--- config.mk ---
export PLATFORM = sky130hd
export DESIGN_NAME = rf_banked_regfile
export DESIGN_NICKNAME = d
export VERILOG_FILES = /design/src/rtl/rf_pkg.sv /design/src/rtl/rf_mode_decode.sv /design/src/rtl/rf_phys_map.sv /design/src/rtl/rf_storage.sv /design/src/rtl/rf_pc_unit.sv /design/src/rtl/rf_banked_regfile.sv
export SDC_FILE = /design/constraint.sdc
export NUM_CORES = 2
export LEC_CHECK = 0
export BUFFER_PORTS_ARGS = -buffer_cell sky130_fd_sc_hd__clkbuf_2
export CAP_MARGIN = 20
export CORE_MARGIN = 1
export CORE_UTILIZATION = 40
export CTS_CLUSTER_DIAMETER = 120
export DETAILED_ROUTE_END_ITERATION = 10
export RECOVER_POWER = 100
export REMOVE_ABC_BUFFERS = 1
export SYNTH_ARGS = -nofsm -noshare
export SYNTH_HDL_FRONTEND = slang
export SYNTH_SLANG_ARGS = --single-unit
--- constraint.sdc ---
create_clock -name clk -period 36.8 [get_ports clk]
set_input_delay 1.84 -clock clk [delete_from_list [all_inputs] [get_ports clk]]
set_output_delay 1.84 -clock clk [all_outputs]
set_load 0.05 [all_outputs]
--- src/rtl/rf_pkg.sv ---
`timescale 1ns/1ps
package rf_pkg;
  localparam int DATA_W        = 32;
  localparam int LOG_IDX_W     = 4;
  localparam int MODE_W        = 5;
  localparam int LOW_SHARED    = 15;  // R0..R14 of the user/system bank
  localparam int FIQ_PRIV      = 5;   // fast-interrupt R8..R12
  localparam int NUM_EXC_MODES = 5;
  localparam int FIQ_BASE      = LOW_SHARED;
  localparam int EXC_BASE      = FIQ_BASE + FIQ_PRIV;
  localparam int NUM_GPR       = EXC_BASE + 2 * NUM_EXC_MODES;
  localparam int PHYS_AW       = $clog2(NUM_GPR);
  localparam int FIQ_LO_IDX    = 8;
  localparam int FIQ_HI_IDX    = 12;
  localparam int SP_IDX        = 13;
  localparam int LR_IDX        = 14;
  localparam int PC_IDX        = 15;

  localparam logic [MODE_W-1:0] MODE_USR = 5'b10000;
  localparam logic [MODE_W-1:0] MODE_FIQ = 5'b10001;
  localparam logic [MODE_W-1:0] MODE_IRQ = 5'b10010;
  localparam logic [MODE_W-1:0] MODE_SVC = 5'b10011;
  localparam logic [MODE_W-1:0] MODE_ABT = 5'b10111;
  localparam logic [MODE_W-1:0] MODE_UND = 5'b11011;
  localparam logic [MODE_W-1:0] MODE_SYS = 5'b11111;

  // Bank order fixes the position of each exception pair above EXC_BASE.
  typedef enum logic [2:0] {
    BANK_USR = 3'd0,
    BANK_FIQ = 3'd1,
    BANK_IRQ = 3'd2,
    BANK_SVC = 3'd3,
    BANK_ABT = 3'd4,
    BANK_UND = 3'd5
  } bank_e;
endpackage

--- src/rtl/rf_mode_decode.sv ---
`timescale 1ns/1ps
module rf_mode_decode
  import rf_pkg::*;
(
  input  logic [MODE_W-1:0] mode_i,
  output bank_e             bank_o
);
  always_comb begin
    unique case (mode_i)
      MODE_FIQ: bank_o = BANK_FIQ;
      MODE_IRQ: bank_o = BANK_IRQ;
      MODE_SVC: bank_o = BANK_SVC;
      MODE_ABT: bank_o = BANK_ABT;
      MODE_UND: bank_o = BANK_UND;
      default:  bank_o = BANK_USR;  // user, system and unlisted codes
    endcase
  end
endmodule

--- src/rtl/rf_phys_map.sv ---
`timescale 1ns/1ps
module rf_phys_map
  import rf_pkg::*;
(
  input  logic [LOG_IDX_W-1:0] idx_i,
  input  bank_e                bank_i,
  output logic [PHYS_AW-1:0]   phys_o,
  output logic                 is_pc_o
);
  int unsigned idx_int;
  int unsigned bank_int;

  always_comb begin
    idx_int  = int'(idx_i);
    bank_int = int'(bank_i);
    is_pc_o  = (idx_int == PC_IDX);
    phys_o   = PHYS_AW'(idx_int);
    if (is_pc_o) begin
      phys_o = '0;
    end else if (bank_i == BANK_FIQ && idx_int >= FIQ_LO_IDX && idx_int <= FIQ_HI_IDX) begin
      phys_o = PHYS_AW'(FIQ_BASE + idx_int - FIQ_LO_IDX);
    end else if (bank_i != BANK_USR && idx_int >= SP_IDX) begin
      phys_o = PHYS_AW'(EXC_BASE + 2 * (bank_int - 1) + idx_int - SP_IDX);
    end
  end
endmodule

--- src/rtl/rf_storage.sv ---
`timescale 1ns/1ps
module rf_storage #(
  parameter int DW   = 32,
  parameter int NREG = 30,
  parameter int AW   = $clog2(NREG)
) (
  input  logic          clk,
  input  logic          rst_n,
  input  logic          we_a,
  input  logic [AW-1:0] addr_a,
  input  logic [DW-1:0] data_a,
  input  logic          we_b,     // wins over port a on the same address
  input  logic [AW-1:0] addr_b,
  input  logic [DW-1:0] data_b,
  output logic [DW-1:0] regs_o [NREG]
);
  for (genvar g = 0; g < NREG; g++) begin : g_reg
    logic          en;
    logic [DW-1:0] d;
    logic [DW-1:0] q;

    always_comb begin
      en = 1'b0;
      d  = data_a;
      if (we_b && addr_b == AW'(g)) begin
        en = 1'b1;
        d  = data_b;
      end else if (we_a && addr_a == AW'(g)) begin
        en = 1'b1;
        d  = data_a;
      end
    end

    always_ff @(posedge clk or negedge rst_n) begin
      if (!rst_n)  q <= '0;
      else if (en) q <= d;
    end

    assign regs_o[g] = q;
  end
endmodule

--- src/rtl/rf_pc_unit.sv ---
`timescale 1ns/1ps
module rf_pc_unit #(
  parameter int          DW       = 32,
  parameter logic [31:0] STEP     = 32'd4,
  parameter logic [31:0] RESET_PC = 32'd0
) (
  input  logic          clk,
  input  logic          rst_n,
  input  logic          adv_i,
  input  logic          ld_i,
  input  logic [DW-1:0] ld_val_i,
  output logic [DW-1:0] pc_o
);
  logic [DW-1:0] pc_q, pc_d;
  logic          pc_en;

  always_comb begin
    pc_en = ld_i | adv_i;
    pc_d  = pc_q;
    if (ld_i)       pc_d = ld_val_i;
    else if (adv_i) pc_d = pc_q + DW'(STEP);
  end

  always_ff @(posedge clk or negedge rst_n) begin
    if (!rst_n)     pc_q <= DW'(RESET_PC);
    else if (pc_en) pc_q <= pc_d;
  end

  assign pc_o = pc_q;

  assert_pc_step_R8: assert property (@(posedge clk) disable iff (!rst_n)
    (adv_i && !ld_i) |=> pc_q == $past(pc_q) + DW'(STEP));
  assert_pc_hold_R8: assert property (@(posedge clk) disable iff (!rst_n)
    (!adv_i && !ld_i) |=> $stable(pc_q));
  assert_pc_load_R9: assert property (@(posedge clk) disable iff (!rst_n)
    ld_i |=> pc_q == $past(ld_val_i));
endmodule

--- src/rtl/rf_banked_regfile.sv ---
`timescale 1ns/1ps
module rf_banked_regfile
  import rf_pkg::*;
#(
  parameter logic [31:0] PC_STEP    = 32'd4,
  parameter logic [31:0] PC_READ_OFS = 32'd8,
  parameter logic [31:0] RESET_PC   = 32'd0
) (
  input  logic                 clk,
  input  logic                 rst_n,
  input  logic [MODE_W-1:0]    cur_mode,
  input  logic [LOG_IDX_W-1:0] rd_a_idx,
  output logic [DATA_W-1:0]    rd_a_data,
  input  logic [LOG_IDX_W-1:0] rd_b_idx,
  output logic [DATA_W-1:0]    rd_b_data,
  input  logic                 wr_en,
  input  logic [LOG_IDX_W-1:0] wr_idx,
  input  logic [DATA_W-1:0]    wr_data,
  input  logic                 pc_adv,
  output logic [DATA_W-1:0]    pc_o,
  input  logic                 exc_en,
  input  logic [MODE_W-1:0]    exc_mode,
  input  logic [DATA_W-1:0]    exc_lr
);
  // Reset: asserted asynchronously, released on a clock edge.
  logic [1:0] rst_sync_q;
  logic       rst_core_n;
  always_ff @(posedge clk or negedge rst_n) begin
    if (!rst_n) rst_sync_q <= '0;
    else        rst_sync_q <= {rst_sync_q[0], 1'b1};
  end
  assign rst_core_n = rst_sync_q[1];

  bank_e cur_bank, exc_bank;
  rf_mode_decode i_dec_cur (.mode_i(cur_mode), .bank_o(cur_bank));
  rf_mode_decode i_dec_exc (.mode_i(exc_mode), .bank_o(exc_bank));

  logic [PHYS_AW-1:0] a_phys, b_phys, w_phys, x_phys;
  logic               a_is_pc, b_is_pc, w_is_pc, x_is_pc;

  rf_phys_map i_map_a (.idx_i(rd_a_idx), .bank_i(cur_bank), .phys_o(a_phys), .is_pc_o(a_is_pc));
  rf_phys_map i_map_b (.idx_i(rd_b_idx), .bank_i(cur_bank), .phys_o(b_phys), .is_pc_o(b_is_pc));
  rf_phys_map i_map_w (.idx_i(wr_idx),   .bank_i(cur_bank), .phys_o(w_phys), .is_pc_o(w_is_pc));
  rf_phys_map i_map_x (.idx_i(LOG_IDX_W'(LR_IDX)), .bank_i(exc_bank),
                       .phys_o(x_phys), .is_pc_o(x_is_pc));

  logic gpr_we, pc_ld;
  always_comb begin
    gpr_we = wr_en & ~w_is_pc;
    pc_ld  = wr_en &  w_is_pc;
  end

  logic [DATA_W-1:0] regs [NUM_GPR];
  rf_storage #(.DW(DATA_W), .NREG(NUM_GPR), .AW(PHYS_AW)) i_store (
    .clk   (clk),
    .rst_n (rst_core_n),
    .we_a  (gpr_we),
    .addr_a(w_phys),
    .data_a(wr_data),
    .we_b  (exc_en & ~x_is_pc),
    .addr_b(x_phys),
    .data_b(exc_lr),
    .regs_o(regs)
  );

  logic [DATA_W-1:0] pc_q;
  rf_pc_unit #(.DW(DATA_W), .STEP(PC_STEP), .RESET_PC(RESET_PC)) i_pc (
    .clk     (clk),
    .rst_n   (rst_core_n),
    .adv_i   (pc_adv),
    .ld_i    (pc_ld),
    .ld_val_i(wr_data),
    .pc_o    (pc_q)
  );

  logic [DATA_W-1:0] pc_read;
  always_comb begin
    pc_read   = pc_q + DATA_W'(PC_READ_OFS);
    rd_a_data = a_is_pc ? pc_read : regs[a_phys];
    rd_b_data = b_is_pc ? pc_read : regs[b_phys];
    pc_o      = pc_q;
  end

  // Assertions
  assert_phys_range_R5: assert property (@(posedge clk) disable iff (!rst_core_n)
    !a_is_pc |-> int'(a_phys) < NUM_GPR);
  assert_low_shared_R6: assert property (@(posedge clk) disable iff (!rst_core_n)
    (int'(rd_a_idx) < FIQ_LO_IDX) |-> a_phys == PHYS_AW'(rd_a_idx));
  assert_fiq_private_R5: assert property (@(posedge clk) disable iff (!rst_core_n)
    (cur_mode == MODE_FIQ && int'(rd_a_idx) >= FIQ_LO_IDX && int'(rd_a_idx) <= LR_IDX)
      |-> (int'(a_phys) >= FIQ_BASE));
  assert_sys_user_R4: assert property (@(posedge clk) disable iff (!rst_core_n)
    ((cur_mode == MODE_SYS || cur_mode == MODE_USR) && !a_is_pc)
      |-> a_phys == PHYS_AW'(rd_a_idx));
  assert_write_commit_R3: assert property (@(posedge clk) disable iff (!rst_core_n)
    (gpr_we && !(exc_en && x_phys == w_phys)) |=> regs[$past(w_phys)] == $past(wr_data));
  assert_exc_link_R10: assert property (@(posedge clk) disable iff (!rst_core_n)
    exc_en |=> regs[$past(x_phys)] == $past(exc_lr));
endmodule

==> results.cfg <==
[logic_synthesis]
synth-edff-count = 0
synthAdderAreaFrac = 0.00816
synth-compound-area-share = 0.144
synth_top_area_frac = 0.398
yosysMostFrequentCell = nand2_1
synth-warning-count = 0
synth_xor_area_frac = 0.0101
synth_simple_gate_area_frac = 0.162
synth.ff_latch_count = 994
synth.yosys.seq_area_share = 0.398
synth_top_area_cell = dfrtp_1
synth_ff_type = dfrtp_1
muxShareOfSynthArea = 0.229
ys_top_cells_by_count = nand2_1 (1422), dfrtp_1 (994), mux2i_1 (771), a21oi_1 (667), mux2_2 (552)
ys_types = 82
avgSynthCellArea_um2 = 8.85
synth_top_family_by_area = multiplexers
yosys-top-cells-area = dfrtp_1 (40%), mux2i_1 (12%), mux2_2 (9.9%)
syn_inst = 7070
synthArstFlopShare = 1.00
netlist_area_mm2 = 0.0626

[cts]
cts_buffers = 111
htree_levels = 3
clock_sinks = 994
ctsResizeCount = 0
postCtsSetupRepairBufs = 0
holdBufCountCts = 0
insertion_delay_ns = 0.76
cts.path.max_buffers = 3
cts_tree = done
cts-root-buf = clkbuf_16
path_clk_slew_ns = 0.06

[route]
drt_first_pass_iters = 6
drtAntennaViolNets = 0
routedWlPerCell_um = 33.4
via_per_inst = 6.73
drtIter0Drc = 9271
vias = 60400
wirelength_um = 300000
drc = 0

[floorplanning]
dieArea_mm2 = 0.158
start_util = 0.405
die_h_um = 397
io-pin-count = 187
coreArea_mm2 = 0.155
std_cell_rows = 144
dieWidth_um = 397

[global_routing]
grt_pass1_vias = 56200
overflow = 0
grt_max_degree = 146
antenna_found_initial = 21
grt_pass1_wl_um = 422000
track_usage = 0.370

[power]
p_leak_nw = 28.6
p_per_area_mw_per_mm2 = 59.2
power_w = 0.00404
ir_worst_vdd_mv = 0.0418

[hold_path]
min_path_type = reg2reg
hold_start = rst_sync_q[0]
hold_depth = 0
hold_end = rst_sync_q[1]

[setup_path]
worstSetupEndpointType = output pin
reg2reg_setup_slack_ns = 23.17
worstPathArrival_ns = 13.09
r2r-end = i_store.g_reg[2].q[8]
r2r-start = rst_sync_q[1]
cp-start-kind = input port
path_max_fanout = 51
worstPathRequired_ns = 34.96
worstRegToRegCells = 5
path_class = in2out

[sta]
max_freq_ghz = 0.0670
finalHoldViolCount = 0
worst_pin_slew_ns = 5.29
finalSetupTns_ns = 0
timing.final.crit_share = 0.406
setup_viol = 0
worst_hold_slack_ns = 0.347
slew_headroom = -2.53
skew_ns = 0.0208
rsz0062_at_grt = no
layout_min_cycle_time_ns = 14.93
maxSlewViolCount = 2771

[finish]
syn_to_final_growth_pct = 9.19
fillers = 14900
drive_above_1_share = 0.150
final_net_count = 6947

[placement]
portBuffers = 186
gp_congestion = 0.929
dp_hpwl_um = 165000

[status]
violations = capacitance limit, slew limit
status = finished with violations

[run]
maxCapViolations = 72
how the worst max path moves through the flow:
stage	slack [ns]	cells after the start	from	endpoint
final	21.87	15	cur_mode[3]	rd_b_data[5]
after global placement	26.74	19	cur_mode[3]	rd_b_data[3]
after global routing	20.91	5	rst_sync_q[1]	i_store.g_reg[5].q[11]
after CTS	26.67	19	cur_mode[3]	rd_b_data[3]
after detailed placement	26.70	19	cur_mode[3]	rd_b_data[3]
after floorplan	7.04	0	rst_sync_q[1]	i_pc.pc_o[0]
placed cells by master, fill, tap and decap left out, types with 38 or more instances in the layout:
cell,Yosys,final
nand2_1,1422,1405
dfrtp_1,994,994
mux2i_1,771,769
a21oi_1,667,665
mux2_2,552,551
nor2_1,435,412
o21ai_0,238,238
nand3_1,230,226
clkbuf_1,441,168
and3_1,137,134
clkbuf_16,0,115
a31oi_1,111,109
clkbuf_2,0,100
buf_4,12,93
o221ai_1,84,84
a211oi_1,69,69
o22ai_1,66,66
nor4_1,51,51
a311oi_1,41,41
nor3_1,38,38
worst max-delay path, cell delays in order:
cell,delay [ns]
clkbuf_1,0.15
nor2b_1,0.16
nor3_1,0.53
ha_1,0.37
inv_1,0.13
ha_1,0.27
fa_1,0.45
inv_1,0.09
a31o_2,0.21
mux2_1,2.00
clkbuf_1,1.52
clkbuf_1,3.01
a2111oi_0,0.65
o31ai_1,1.09
clkbuf_1,0.56
routing by layer:
layer / GRT usage / share of wire / wire [um] / vias to the layer above
met5: 0 / 0.00078 / 234 / -
met4: 0.225 / 0.074 / 22100 / 26
met3: 0.142 / 0.16 / 46500 / 1267
met2: 0.507 / 0.40 / 119000 / 4989
met1: 0.489 / 0.38 / 113000 / 29500
li1: - / - / - / 24600
layout make-up:
type / count / area, um2 / share of cell area
antenna: 20 / 50.0 / 0.000733
clock buffer: 167 / 3390 / 0.0497
clock inverter: 41 / 410 / 0.00601
inverter: 28 / 105 / 0.00154
multi-input combinational: 5336 / 35100 / 0.513
sequential: 994 / 24900 / 0.364
tap: 2044 / 2560 / 0.0374
timing repair buffer: 346 / 1860 / 0.0273
kinds of logic (layout without fill, tap and decap cells):
group           after synthesis  in the layout
fa+ha+maj                    39             39
mux                        1340           1340
simple gates               2406           2406
flops                       994            994
other cells                   1             21
xor+xnor                     71             71
compound gates             1479           1479
buf+inv                     740            582
metrics by stage:
step | util | setup slack (ns) | cells | cell area [um2]
floorplan | - | 7.04 | 6358 | 59600
global placement | 0.420 | 26.74 | 8743 | 64900
detailed placement | 0.420 | 26.70 | 8745 | 65000
CTS | 0.445 | 26.67 | 8953 | 68800
global route | 0.442 | 20.91 | 8958 | 68300
finish | 0.442 | 21.87 | 8976 | 68300
report_power, final:
part | internal (W) | switching [W]
combinational | 0.000425 | 0.000774
clock | 0.000683 | 0.000503
sequential | 0.00138 | 0.000274
total | 0.00249 | 0.00155
state kept, by name, indices dropped and copies added (netlist names):
signal / cells
i_pc.pc_o: 32
rst_sync_q: 2
i_store.g.q: 960
(Power assumes the default switching activity.)
